[config.mk]
export PLATFORM = sky130hd
export DESIGN_NAME = bpwm_bridge
export DESIGN_NICKNAME = d
export VERILOG_FILES = /design/src/rtl/bpwm_pkg.sv /design/src/rtl/bpwm_timebase.sv /design/src/rtl/bpwm_channel.sv /design/src/rtl/bpwm_alt_gate.sv /design/src/rtl/bpwm_bridge.sv
export SDC_FILE = /design/constraint.sdc
export NUM_CORES = 1
export LEC_CHECK = 0
export BUFFER_PORTS_ARGS = -buffer_cell sky130_fd_sc_hd__buf_4
export CELL_PAD_IN_SITES_DETAIL_PLACEMENT = 0
export CELL_PAD_IN_SITES_GLOBAL_PLACEMENT = 2
export CORE_UTILIZATION = 29
export DETAILED_ROUTE_END_ITERATION = 16
export GPL_ROUTABILITY_DRIVEN = 0
export PLACE_DENSITY = 0.85
export SYNTH_ARGS = -nofsm -noshare
export SYNTH_HDL_FRONTEND = slang
export SYNTH_SLANG_ARGS = --single-unit
[constraint.sdc]
create_clock -name clk -period 3.54 [get_ports clk]
set_input_delay 0.177 -clock clk [delete_from_list [all_inputs] [get_ports clk]]
set_output_delay 0.177 -clock clk [all_outputs]
set_load 0.03 [all_outputs]
[src/rtl/bpwm_pkg.sv]
package bpwm_pkg;
  localparam int unsigned NCH   = 4;
  localparam int unsigned NPAIR = NCH / 2;

  // Period ends when the count reaches or passes the top value
  function automatic logic f_wrap(input logic [15:0] cnt, input logic [15:0] top);
    return cnt >= top;
  endfunction

  // Next raw channel state: wrap clears, match sets, otherwise hold
  function automatic logic f_next_q(input logic q, input logic wrap, input logic match);
    if (wrap)       return 1'b0;
    else if (match) return 1'b1;
    else            return q;
  endfunction

  // Pin level: passed channel applies polarity, gated channel sits inactive
  function automatic logic f_pin(input logic q, input logic pass, input logic inv);
    return pass ? (q ^ inv) : inv;
  endfunction
endpackage

[src/rtl/bpwm_timebase.sv]
module bpwm_timebase #(
  parameter int unsigned CW = 8
) (
  input  logic          clk,
  input  logic          rst_n,
  input  logic [CW-1:0] top_i,
  output logic [CW-1:0] cnt_o,
  output logic          wrap_evt_o,
  output logic          wrap_o
);
  import bpwm_pkg::*;

  logic [CW-1:0] cnt_q;
  logic          wrap_q;

  assign wrap_evt_o = f_wrap(16'(cnt_q), 16'(top_i));
  assign cnt_o      = cnt_q;
  assign wrap_o     = wrap_q;

  always_ff @(posedge clk or negedge rst_n) begin
    if (!rst_n) begin
      cnt_q  <= '0;
      wrap_q <= 1'b0;
    end else begin
      cnt_q  <= wrap_evt_o ? '0 : cnt_q + 1'b1;
      wrap_q <= wrap_evt_o;
    end
  end

  // the cycle after a wrap event starts at zero
  p_cnt_zero_r2: assert property (@(posedge clk) disable iff (!rst_n)
    wrap_evt_o |=> (cnt_q == '0));
  // boundary pulse lasts one cycle when the period is longer than one
  p_wrap_pulse_r2: assert property (@(posedge clk) disable iff (!rst_n)
    (wrap_q && top_i != '0) |=> !wrap_q);
endmodule

[src/rtl/bpwm_channel.sv]
module bpwm_channel #(
  parameter int unsigned CW = 8
) (
  input  logic          clk,
  input  logic          rst_n,
  input  logic [CW-1:0] cnt_i,
  input  logic [CW-1:0] cmp_i,
  input  logic          wrap_evt_i,
  output logic          q_o
);
  import bpwm_pkg::*;

  logic match;
  logic q;

  assign match = (cnt_i == cmp_i);
  assign q_o   = q;

  always_ff @(posedge clk or negedge rst_n) begin
    if (!rst_n) q <= 1'b0;
    else        q <= f_next_q(q, wrap_evt_i, match);
  end

  // a match away from the wrap sets the raw state next cycle
  p_set_on_match_r3: assert property (@(posedge clk) disable iff (!rst_n)
    (match && !wrap_evt_i) |=> q);
  // every wrap clears the raw state
  p_clear_on_wrap_r3: assert property (@(posedge clk) disable iff (!rst_n)
    wrap_evt_i |=> !q);
endmodule

[src/rtl/bpwm_alt_gate.sv]
module bpwm_alt_gate (
  input  logic       clk,
  input  logic       rst_n,
  input  logic       alt_en_i,
  input  logic       wrap_evt_i,
  input  logic [1:0] q_i,
  input  logic [1:0] inv_i,
  output logic [1:0] pin_o,
  output logic       phase_o
);
  import bpwm_pkg::*;

  logic       phase;
  logic [1:0] pass;

  assign pass[0] = !alt_en_i || !phase;
  assign pass[1] = !alt_en_i ||  phase;
  assign phase_o = phase;

  for (genvar j = 0; j < 2; j++) begin : g_pin
    assign pin_o[j] = f_pin(q_i[j], pass[j], inv_i[j]);
  end

  always_ff @(posedge clk or negedge rst_n) begin
    if (!rst_n)         phase <= 1'b0;
    else if (!alt_en_i) phase <= 1'b0;
    else if (wrap_evt_i) phase <= !phase;
  end

  // phase flips at each wrap while alternating
  p_phase_flip_r6: assert property (@(posedge clk) disable iff (!rst_n)
    (alt_en_i && wrap_evt_i) |=> (phase != $past(phase)));
  // disabled pair has phase 0
  p_phase_clear_r8: assert property (@(posedge clk) disable iff (!rst_n)
    !alt_en_i |=> !phase);
  // gated-off channel sits at its inactive level
  p_gated_idle_r7: assert property (@(posedge clk) disable iff (!rst_n)
    (alt_en_i && !phase) |-> (pin_o[1] == inv_i[1]));
endmodule

[src/rtl/bpwm_bridge.sv]
module bpwm_bridge #(
  parameter int unsigned CW = 8
) (
  input  logic                      clk,
  input  logic                      rst_n,
  input  logic [CW-1:0]             top_i,
  input  logic [bpwm_pkg::NCH*CW-1:0] cmp_i,
  input  logic [bpwm_pkg::NPAIR-1:0] alt_en_i,
  input  logic [bpwm_pkg::NCH-1:0]   inv_i,
  output logic [bpwm_pkg::NCH-1:0]   pwm_o,
  output logic                      wrap_o
);
  import bpwm_pkg::*;

  logic [CW-1:0]    cnt;
  logic             wrap_evt;
  logic [NCH-1:0]   raw_q;
  logic [NPAIR-1:0] phase;

  bpwm_timebase #(.CW(CW)) u_tb (
    .clk(clk), .rst_n(rst_n), .top_i(top_i),
    .cnt_o(cnt), .wrap_evt_o(wrap_evt), .wrap_o(wrap_o)
  );

  for (genvar k = 0; k < NCH; k++) begin : g_ch
    bpwm_channel #(.CW(CW)) u_ch (
      .clk(clk), .rst_n(rst_n), .cnt_i(cnt),
      .cmp_i(cmp_i[k*CW +: CW]), .wrap_evt_i(wrap_evt), .q_o(raw_q[k])
    );
  end

  for (genvar p = 0; p < NPAIR; p++) begin : g_pair
    bpwm_alt_gate u_gate (
      .clk(clk), .rst_n(rst_n), .alt_en_i(alt_en_i[p]),
      .wrap_evt_i(wrap_evt), .q_i(raw_q[2*p +: 2]), .inv_i(inv_i[2*p +: 2]),
      .pin_o(pwm_o[2*p +: 2]), .phase_o(phase[p])
    );
  end

  // phases of the two pairs can only move on a wrap
  p_phase_hold_r9: assert property (@(posedge clk) disable iff (!rst_n)
    !wrap_evt |=> ($past(alt_en_i) != alt_en_i) || ((phase & alt_en_i) == ($past(phase) & alt_en_i)));
endmodule

**After elaboration in Yosys (flattened, before gate mapping)**

Index checks and enable logic that the tools add are counted.

- Flip-flop bits (word level): 15
- Bits in latches: 0
- RAM bits: 0
- Bits in read-only memories: 0
- Bits of input ports: 48
- Output and inout bits: 5
- Memories kept: 0

- Add/sub/neg operators: 1
- Multipliers: 0
- Divide/modulo/power cells: 0
- $lt $le $gt $ge: 1
- Equality and inequality tests: 6
- Shift-type cells: 0
- Multiplexer cells: 17
- Bitwise gates (word level): 4
- Reductions and logical operators: 12

Operators with widths:

| kind | number |
|---|---|
| == test 8 bit | 4 |
| two-way mux 1 bit | 16 |
| adder 8 x 1 -> 8 bit, second input constant | 1 |
| >= comparator 8 bit | 1 |
| two-way mux 8 bit | 1 |
| nonzero test 2 bit | 4 |
| zero test 1 bit | 4 |
| logical OR 1 bit | 4 |
| inequality test 2 x 1 -> 1 bit, second input constant | 2 |
| XOR 1 bit | 4 |

**Logic depth before layout (Yosys ltp)**

Gate-level depths: netlist (run 1).

- Depth in word-level cells: 3
- Mapped depth: 8
- Gate-level depth less buffers: 6

**Hierarchy**

A second synthesis (run 1) with hierarchy kept.

- Cells, all modules: 125
- Area, all modules: 1196.1 um^2

Modules (own cells, without submodules):

| module | times used | cells an instance | area each (um^2) |
|---|---|---|---|
| bpwm_timebase | 1 | 55 | 580.6 |
| bpwm_channel | 4 | 13 | 116.4 |
| bpwm_alt_gate | 2 | 9 | 75.1 |

**Worst setup path after synthesis (run 1)**

No wires, ideal clock.

- Kind: flip-flop to flip-flop
- Start: register u_tb.cnt_q[0] (netlist: u_tb.cnt_o[0])
- End: register u_tb.cnt_q[5] (netlist: u_tb.cnt_o[5])
- Setup time: 0.072 ns
- Data arrival time: 1.932 ns
- Data required time: 3.468 ns
- Slack: 1.536 ns
- Stages on the path, launching flop included: 9
- Clock period less this slack: 2.004 ns
- Cell sequence: dfrtp_1 -> clkbuf_1 -> inv_1 -> ha_1 -> nand2b_4 -> a2111oi_4 -> o211ai_2 -> buf_6 -> nor2_1

- Cells in the longest elaborated chain, start to end: 2
- Elaborated cells on any way between the ends: 3
- Those cells by class: 1 x add/sub; 1 x order compare; 1 x mux

RTL lines:

| what | line | RTL |
|---|---|---|
| start: declaration | bpwm_timebase.sv:13 | `logic [CW-1:0] cnt_q;` |
| start signal: assignment | bpwm_timebase.sv:25 | `cnt_q <= wrap_evt_o ? '0 : cnt_q + 1'b1;` |
| >= comparator 8 bit | bpwm_pkg.sv:7 | `return cnt >= top;` |
| via g_ch[0].u_ch.wrap_evt_i | bpwm_channel.sv:8 | `input logic wrap_evt_i,` |
| two-way mux 8 bit | bpwm_timebase.sv:25 |  |

The timed path passes the listed nets, and every way through them passes these cells.
A chain may end at the register's enable or synchronous reset.

**Final worst setup path (run 1)**

- Start: register u_tb.cnt_q[0] (netlist: u_tb.cnt_o[0])
- End: register g_ch[1].u_ch.q

- Cells in the longest elaborated chain, start to end: 2
- Elaborated cells on any way between the ends: 4
- Those cells by class: 1 x order compare; 1 x eq/ne; 1 x mux; 1 x reduce/logical

RTL lines:

| what | line | RTL |
|---|---|---|
| >= comparator 8 bit / == test 8 bit (equally long branches) | bpwm_pkg.sv:7, bpwm_channel.sv:16 |  |
| two-way mux 1 bit / nonzero test 2 bit (equally long branches) | n/a |  |
| end signal: assignment | bpwm_channel.sv:21 | `else q <= f_next_q(q, wrap_evt_i, match);` |
| end: declaration | bpwm_channel.sv:14 | `logic q;` |

Parallel ways exist; a longest one is shown, timed or not.

==> impl_metrics.yaml, run 1 <==
place:
  portBuffers: 52
  pre_cts_slack_ns: 1.367
  dpl.cell_count: 238
  dpl-instance-area_sq_um: 1707
  dp_hpwl_microns: 2634
setup_path:
  crit_family: "compound AO/OA/AOI/OAI gates"
  critPathSlowestCell: "dfrtp_1"
  start_kind: "flip-flop"
  crit_path_cell_trace: "inv_1 -> ha_1 -> nand2b_4 -> a2111oi_4 -> o211ai_2 -> nor2_1"
  critPathArrivalTime_ns: 2.33
  critPathBufInv: 1
  cp_slowest_stage_delay_ns: 0.56
  critPathKind: "reg2reg"
  critPathMaxFanout: 13
  cp-end-kind: "flip-flop"
  required_ns: 3.71
power:
  comb_power_share_pct: 48.4
  clock_power_share_pct: 14.1
  power_density_nw_per_um2: 554.6
  peakVddDrop_v: 0.0001939
  power_leakage_nw: 0.9117
  seqPwrFrac_pct: 37.5
  p_int_mw: 0.5552
  swShare_pct: 43.17
  p_sw_mw: 0.4218
layout:
  nFillCells: 437
  antenna_cells: 0
  syn_to_final_growth_pct: 36.04
  layout-drive-gt1-share_pct: 30.57
  nNetsFinal: 251
  final_core_util_pct: 42.51
  postLayoutCellArea_sq_um: 1762
  instances_no_fill: 243
yosys:
  synth_top_cell_area_share_pct: 28.99
  netlist_area_sq_um: 1295
  yosysSeqAreaShare_pct: 28.99
  synth_cell_types: 27
  synthTopCellsByArea: "dfrtp_1, xor2_1, ha_1, nor4_1, nor2_1"
  yosysWarnings: 0
  syn_nets: 202
  syn_avg_cell_area_sq_um: 8.931
  ys_ff_latch: 15
  yosysTopAreaCell: "dfrtp_1"
  syn_inst: 145
timing:
  slew_violations: 0
  skew_ns: 0.004272
  clock.fmax_mhz: 463.2
  fin_crit_ns: 2.159
  setup_viol: 0
  tightest_slew_ns: 0.5769
  max_slew_margin_pct: 61.43
  hold_violations: 0
  finalCritPeriodShare_pct: 60.98
  worst_slack_ns: 1.381
  setup_tns_ns: 0
  rsz0062_at_grt: "no"
floorplan:
  core-area_sq_um: 4144
  io_pins: 53
  dieArea_sq_um: 4737
  num_rows: 23
  die-width_microns: 68.83
  die_h_microns: 68.83
  initial_utilization_pct: 31.25
cts:
  cts_made_buffers: 3
  clk_pin_slew_ns: 0.06
  cts.repair.resized: 0
  clockBufferDepth: 2
  cts_tree: "yes"
  cts_num_sinks: 15
  root_buffer: "clkbuf_8"
  htreeDepth: 1
  clock_latency_ns: 0.25
grt:
  antenna_found_initial: 0
  grt_pass1_wl_microns: 4961
  grt.overflow.total: 0
  grt_pass1_vias: 1105
  grt_max_degree: 16
  grt_use_total_pct: 14.43
route:
  ant_nets: 0
  via_per_inst: 4.720
  wl_per_cell_microns: 13.07
  drcViolationCount: 0
  num_vias: 1147
  drt_iter0_drc: 46
  drt_wl_total_microns: 3175
  drt-pass1-iter-count: 4
status:
  status: "complete, no violations"
job:
  maxCapViolations: 0
hold_path:
  hp-class: "in2async"
-- through the flow --
step,hold slack (ns),power [mW]
after floorplan,-0.1186,0.7069
after global placement,0.03854,0.8355
after detailed placement,0.04182,0.8519
after CTS,0.3320,0.9915
after global routing,0.3431,1.069
final,0.3241,0.9770
-- power by group through the flow --
| stage | Combinational [mW] | Sequential [mW] | Clock (mW) |
|---|---|---|---|
| floorplan | 0.440 | 0.267 | 0 |
| global placement | 0.464 | 0.371 | 0 |
| detailed placement | 0.478 | 0.374 | 0 |
| CTS | 0.480 | 0.371 | 0.140 |
| global route | 0.540 | 0.384 | 0.144 |
| finish | 0.473 | 0.366 | 0.138 |
-- layout by cell type, fill, tap and decap left out, drive strengths merged --
cell / count
or2: 1
nor4: 8
o21ai: 2
o21a: 1
a31oi: 2
and3: 4
o32ai: 2
a2111oi: 1
o211ai: 1
inv: 10
xnor2: 5
o311ai: 2
nand2b: 3
nand3: 7
dlygate4sd3: 1
a211oi: 1
ha: 9
buf: 52
xor2: 37
a21oi: 4
and4: 1
nand2: 8
dfrtp: 15
clkbuf: 4
nor2: 12
-- what timing repair did --
action,in CTS,in global routing
buffers inserted,0,0
hold buffers,1,0
hold endpoints to repair,15,0
-- state kept, by name, indices dropped and copies added, names as in the netlist --
| register | flops |
|---|---|
| u_tb.cnt_o | 8 |
| g_ch.u_ch.q_o | 4 |
| g_pair.u_gate.phase_o | 2 |
| u_tb.wrap_o | 1 |
-- cells by family (layout without fill, tap and decap cells) --
family	Yosys count	count (layout)	synth area share, %
compound gates	16	16	10.24
xor+xnor	42	42	28.41
fa+ha+maj	9	9	8.696
buf+inv	19	67	6.087
flops	15	15	28.99
simple gates	44	44	17.58
-- path summary, 6_finish.rpt --
check                                              from                                   end  slack (ns)  cells after the start
max                             u_tb.cnt_o[0]$_DFF_PN0_          g_ch[1].u_ch.q_o$_DFFE_PN0P_        1.38                      6
min                                               rst_n  g_pair[0].u_gate.phase_o$_DFFE_PN0P_        0.32                      2
max reg2reg                     u_tb.cnt_o[0]$_DFF_PN0_          g_ch[1].u_ch.q_o$_DFFE_PN0P_        1.38                      6
min reg2reg                g_ch[2].u_ch.q_o$_DFFE_PN0P_          g_ch[2].u_ch.q_o$_DFFE_PN0P_        0.51                      2
max in group asynchronous                         rst_n               u_tb.cnt_o[6]$_DFF_PN0_        3.03                      2
min in group clk                            alt_en_i[1]  g_pair[1].u_gate.phase_o$_DFFE_PN0P_        0.35                      3
-- cell usage after synthesis --
master and instances:
o32ai_1 2, o21a_1 1, a211oi_1 1, nand2b_4 1, o21ai_1 1, a21oi_1 4
nand3_1 7, a31oi_1 2, nand2b_1 2, and3_1 4, o311ai_0 2, nor4_1 8
clkbuf_1 5, xor2_1 37, or2_1 1, and4_2 1, nand2_1 8, o211ai_2 1
a2111oi_4 1, nor2_1 12, buf_1 3, buf_6 1, inv_1 10, ha_1 9
o21ai_0 1, dfrtp_1 15, xnor2_1 5
-- metal layers --
metal | routed length [microns] | GRT usage [%] | up-vias | share of wire (%)
met5 | 0 | 0 | - | 0
met4 | 29 | 3.827 | 0 | 0.91
met3 | 170 | 2.632 | 5 | 5.4
met2 | 1536 | 24.51 | 37 | 48
met1 | 1438 | 18.70 | 522 | 45
li1 | - | - | 583 | -
-- cell type report --
type | instances | area, sq um | share of cell area (%)
clock buffer | 4 | 45.04 | 2.557
inverter | 10 | 37.54 | 2.131
multi-input combinational | 111 | 840.8 | 47.73
sequential | 15 | 375.4 | 21.31
tap | 50 | 62.56 | 3.551
timing repair buffer | 53 | 400.4 | 22.73
Note: power is estimated with default switching activity, not from simulation.
==> run 2, diff against run 1 <==
- CORE_UTILIZATION: 29 -> 24
- PLACE_DENSITY: 0.85 -> 0.75
- clock period: 3.54 -> 1.8 ns (I/O delays scaled with it)
==> run 2 against run 1 <==
Compared with the run above: register-to-register slack worse by 1.3 ns; die area is 20% higher; sequential power is 44% higher; final cell count is 14% higher; worst hold slack worse by 0.095 ns; sequential share of layout area is 1.5 points lower; critical path depth is 1 higher; clock-buffer cell count stayed put; power is 120% higher; routed wire length is 3.2% higher; setup slack worse by 1.3 ns.
==> impl_metrics.yaml, run 2 (synthesized netlist as in run 1, its figures left out) <==
timing:
  whs_ns: 0.2289
  skew_ns: 0.001278
  hold_violations: 0
  setup_viol: 0
  clock.fmax_mhz: 592.0
  tightest_slew_ns: 0.4150
  rsz0062_at_grt: "yes"
  max_slew_margin_pct: 72.33
  slew_violations: 0
  finalCritPeriodShare_pct: 93.85
  fin_crit_ns: 1.689
grt:
  grt_max_degree: 16
  grt_pass1_wl_microns: 5147
  grt_use_total_pct: 12.32
  antenna_found_initial: 0
  grt.overflow.total: 0
  grt_pass1_vias: 1115
setup_path:
  required_ns: 1.93
  rr_startpoint: "u_tb.cnt_o[0]$_DFF_PN0_"
  critPathArrivalTime_ns: 1.82
  critPathKind: "reg2reg"
  reg2reg_depth: 7
  r2r_end: "g_pair[0].u_gate.phase_o$_DFFE_PN0P_"
  start_kind: "flip-flop"
  cp-end-kind: "flip-flop"
  critPathMaxFanout: 4
  reg2reg_slack_ns: 0.11
route:
  via_per_inst: 4.377
  ant_nets: 0
  num_vias: 1208
  wl_per_cell_microns: 11.87
  drt_iter0_drc: 34
  drt_wl_total_microns: 3277
  drt-pass1-iter-count: 4
  drcViolationCount: 0
floorplan:
  core-area_sq_um: 5140
  dieArea_sq_um: 5693
  num_rows: 26
  die-width_microns: 75.46
  die_h_microns: 75.46
  initial_utilization_pct: 25.19
  io_pins: 53
cts:
  clockBufferDepth: 2
  clk_pin_slew_ns: 0.06
  root_buffer: "clkbuf_8"
  cts_num_sinks: 15
  clock_latency_ns: 0.24
  post-cts-setup-buffers: 0
  cts_made_buffers: 3
  cts_tree: "yes"
  htreeDepth: 1
layout:
  final_common_cell: "buf_4"
  layout_common_cells: "buf_4, xor2_1, dfrtp_1, nor2_1, inv_1"
  final_core_util_pct: 36.83
  largest_reg_flops: 8
  syn_to_final_growth_pct: 46.18
  postLayoutCellArea_sq_um: 1893
  nNetsFinal: 264
  antenna_cells: 0
  layout-drive-gt1-share_pct: 34.95
  nFillCells: 557
hold_path:
  hp-class: "in2async"
status:
  status: "complete, no violations"
place:
  dp_hpwl_microns: 2716
  portBuffers: 52
  dpl-instance-area_sq_um: 1829
job:
  maxCapViolations: 0
power:
  peakVddDrop_v: 0.0003814
  power_leakage_nw: 0.9709
  power_density_nw_per_um2: 1117
  power_mw: 2.115
run 2: cell type report:
type | instances | area, sq um | area share, %
repair buffers | 66 | 498.0 | 26.31
clock buffers | 4 | 45.04 | 2.379
inverters | 10 | 37.54 | 1.983
flip-flops and latches | 15 | 375.4 | 19.83
multi-input cells | 111 | 849.6 | 44.88
well taps | 70 | 87.58 | 4.627
run 2: power breakdown:
group | switching [mW] | total [mW] | leakage, nW | internal [mW]
clock network | 0.113 | 0.269 | 0.0228 | 0.157
logic | 0.701 | 1.32 | 0.750 | 0.617
registers | 0.0704 | 0.528 | 0.198 | 0.458
run 2: timing repair:
action,in CTS,in global routing
hold buffers,1,0
resized for setup,0,1
setup endpoints to repair,0,13
endpoints found under the hold margin,15,0
run 2: per-stage QoR:
| step | setup TNS, ns | setup WS [ns] | cells |
|---|---|---|---|
| floorplan | 0 | 0.004328 | 145 |
| global placement | 0 | 0.1281 | 271 |
| detailed placement | 0 | 0.04517 | 271 |
| CTS | 0 | 0.03222 | 276 |
| global route | -0.04127 | -0.02162 | 276 |
| finish | 0 | 0.1107 | 276 |
run 2: worst max-delay path: stages, from the launching register on:
cell,delay (ns)
dfrtp_1,0.34
inv_1,0.05
ha_1,0.26
nand2b_4,0.15
a2111oi_4,0.42
buf_4,0.21
a31oi_1,0.07
o311ai_0,0.09
run 2: worst max-delay path by stage:
stage	cells past startpoint	from	slack [ns]	end
global placement	6	u_tb.cnt_o[0]$_DFF_PN0_	0.13	u_tb.cnt_o[1]$_DFF_PN0_
CTS	6	u_tb.cnt_o[0]$_DFF_PN0_	0.03	g_ch[2].u_ch.q_o$_DFFE_PN0P_
floorplan	8	u_tb.cnt_o[0]$_DFF_PN0_	0.004	u_tb.cnt_o[5]$_DFF_PN0_
finish	7	u_tb.cnt_o[0]$_DFF_PN0_	0.11	g_pair[0].u_gate.phase_o$_DFFE_PN0P_
global route	7	u_tb.cnt_o[0]$_DFF_PN0_	-0.02	g_pair[1].u_gate.phase_o$_DFFE_PN0P_
detailed placement	6	u_tb.cnt_o[0]$_DFF_PN0_	0.05	g_ch[2].u_ch.q_o$_DFFE_PN0P_
run 2: per-layer routing:
| metal | track usage [%] | vias to the layer above | wire [microns] |
|---|---|---|---|
| li1 | - | 610 | - |
| met1 | 16.76 | 559 | 1476 |
| met2 | 19.94 | 34 | 1597 |
| met3 | 2.249 | 5 | 166 |
| met4 | 3.704 | 0 | 37 |
| met5 | 0 | - | 0 |
==> run 3, diff against run 2 <==
- ABC_AREA: not set -> 1
- CTS_CLUSTER_DIAMETER: not set -> 100
- PLACE_DENSITY: 0.75 -> 0.77
==> run 3 against run 2 <==
Compared with the run above: non-clock buffer count down 5; clock skew hardly changed; fmax rose by 7.5%; largest power group unchanged; cell area rose by 7.7%; synthesized cell count is 45% higher; critical endpoint unchanged.
==> impl_metrics.yaml, run 3 <==
timing:
  fin_crit_ns: 1.572
  slew_violations: 0
  skew_ns: 0.001114
  max_slew_margin_pct: 80.55
  clock.fmax_mhz: 636.3
  setup_tns_ns: 0
  worst_slack_ns: 0.2283
  tightest_slew_ns: 0.2918
  setup_viol: 0
  hold_violations: 0
  rsz0062_at_grt: "no"
  finalCritPeriodShare_pct: 87.31
yosys:
  ys_async_sr_fraction_pct: 100.0
  synthTopCellsByArea: "dfrtp_1, nand2_1, xnor2_1, inv_1, ha_1"
  synthTopCellsByCount: "nand2_1, inv_1, xnor2_1"
  synth_cell_types: 23
  yosysWarnings: 0
  synth_compound_area_share_pct: 3.266
  synthFlopType: "dfrtp_1"
  yosysTopAreaCell: "dfrtp_1"
  synth.area.mux_share_pct: 0
  synthAdderAreaFrac_pct: 7.538
  synth_edf_count: 0
  syn_inst: 210
  synth_top_cell_area_share_pct: 25.13
  synthSimpleGateAreaFrac_pct: 33.50
  ys_ff_latch: 15
  synthXorXnorAreaFrac_pct: 17.59
  syn_avg_cell_area_sq_um: 7.114
  netlist_area_sq_um: 1494
  yosysSeqAreaShare_pct: 25.13
  syn_nets: 267
  synth_most_common_cell: "nand2_1"
  synth_top_family_by_area: "simple AND/OR/NAND/NOR gates"
setup_path:
  critPathArrivalTime_ns: 1.71
  start_kind: "flip-flop"
  critPathMaxFanout: 15
  cp-end-kind: "flip-flop"
  critPathKind: "reg2reg"
  required_ns: 1.94
floorplan:
  io_pins: 53
  initial_utilization_pct: 25.08
  num_rows: 28
  dieArea_sq_um: 6544
  die-width_microns: 80.90
  die_h_microns: 80.90
  core-area_sq_um: 5956
cts:
  root_buffer: "clkbuf_8"
  post-cts-setup-buffers: 0
  cts_made_buffers: 3
  cts_tree: "yes"
  hold_buffers: 1
  htreeDepth: 1
  clockBufferDepth: 2
  clk_pin_slew_ns: 0.06
  cts.repair.resized: 0
  cts_num_sinks: 15
  clock_latency_ns: 0.25
route:
  via_per_inst: 3.828
  wl_per_cell_microns: 9.551
  drcViolationCount: 0
  drt_wl_total_microns: 3276
  drt-pass1-iter-count: 4
  num_vias: 1313
  ant_nets: 0
  drt_iter0_drc: 19
power:
  p_sw_mw: 0.9568
  peakVddDrop_v: 0.0003985
  clock_power_share_pct: 12.4
  power_density_nw_per_um2: 1076
  comb_power_share_pct: 64.0
  power_leakage_nw: 1.114
  swShare_pct: 43.61
  seqPwrFrac_pct: 23.6
  p_int_mw: 1.237
layout:
  final_common_cell: "nand2_1"
  syn_to_final_growth_pct: 36.43
  largest_reg_flops: 8
  antenna_cells: 0
  layout-drive-gt1-share_pct: 29.85
  layout_common_cells: "nand2_1, buf_4, inv_1, xnor2_1, dfrtp_1"
  nNetsFinal: 326
place:
  portBuffers: 52
  dp_hpwl_microns: 2810
  pre_cts_slack_ns: 0.2254
grt:
  grt.overflow.total: 0
  grt_pass1_vias: 1162
  grt_use_total_pct: 10.80
  grt_max_degree: 16
  grt_pass1_wl_microns: 5216
  antenna_found_initial: 0
status:
  status: "complete, no violations"
hold_path:
  hp-class: "in2reg"
job:
  maxCapViolations: 0
run 3: cell types whose count changed in the layout (fill, tap and decap cells not counted), sizes merged, moves of 4 or more:
cell   before  now
inv        10   37
nor4        8    0
nand2       8   74
buf        65   60
nand4       0    4
and3        4    0
xor2       37    7
nor2       12   22
xnor2       5   23
run 3: routing by layer:
layer,track usage [%],wire [microns],vias up
met3,1.685,179,5
met2,17.48,1498,38
met1,14.46,1554,533
met4,3.750,42,0
li1,-,-,737
met5,0,0,-
run 3: power by group through the flow:
stage                     Clock, mW  Sequential [mW]  Combinational, mW
final                         0.272            0.518               1.40
after global routing          0.302            0.532               1.58
after CTS                     0.284            0.519               1.44
after detailed placement          0            0.524               1.43
after global placement            0            0.519               1.44
after floorplan                   0            0.550               1.04
run 3: worst paths after layout:
kind	start	endpoint	slack [ns]	cells past startpoint
max in group asynchronous	rst_n	u_tb.cnt_o[5]$_DFF_PN0_	1.39	2
worst max-delay path	u_tb.cnt_o[3]$_DFF_PN0_	g_pair[0].u_gate.phase_o$_DFFE_PN0P_	0.23	9
worst max register to register	u_tb.cnt_o[3]$_DFF_PN0_	g_pair[0].u_gate.phase_o$_DFFE_PN0P_	0.23	9
worst min-delay path	alt_en_i[1]	g_pair[1].u_gate.phase_o$_DFFE_PN0P_	0.17	5
worst min register to register	g_ch[2].u_ch.q_o$_DFFE_PN0P_	g_ch[2].u_ch.q_o$_DFFE_PN0P_	0.51	2
min in group asynchronous	rst_n	g_pair[0].u_gate.phase_o$_DFFE_PN0P_	0.24	2
run 3: cells by family after synthesis:
kind of cell	count (synthesis)
flops	15
buf+inv	44
xor+xnor	30
fa+ha+maj	9
simple gates	105
compound gates	7
run 3: area by class of cell:
type / instances / area [sq um]
clock buffers: 4 / 45.04
fillers: 671 / 3918
inverters: 37 / 138.9
flip-flops and latches: 15 / 375.4
repair buffers: 61 / 460.4
multi-input cells: 151 / 924.6
well taps: 75 / 93.84
run 3: critical path, stage by stage (launching register included):
cell,delay (ns)
dfrtp_1,0.39
ha_1,0.30
nand2_1,0.09
inv_2,0.05
nand2_1,0.06
nand2_1,0.06
nand2_2,0.09
nand3_4,0.24
nand2_1,0.13
nand2_1,0.05
run 3: metrics by stage:
stage          area [sq um]  hold WS [ns]  total power [mW]  util [%]  cells
4_1_cts                2038        0.1711             2.243     34.22    343
3_3_place_gp           1983      -0.04361             1.954     33.30    338
3_5_place_dp           1983      -0.04453             1.956     33.30    338
5_1_grt                2038        0.1977             2.416     34.22    343
6_report               2038        0.1740             2.194     34.22    343
2_1_floorplan          1494       -0.2056             1.591         -    210
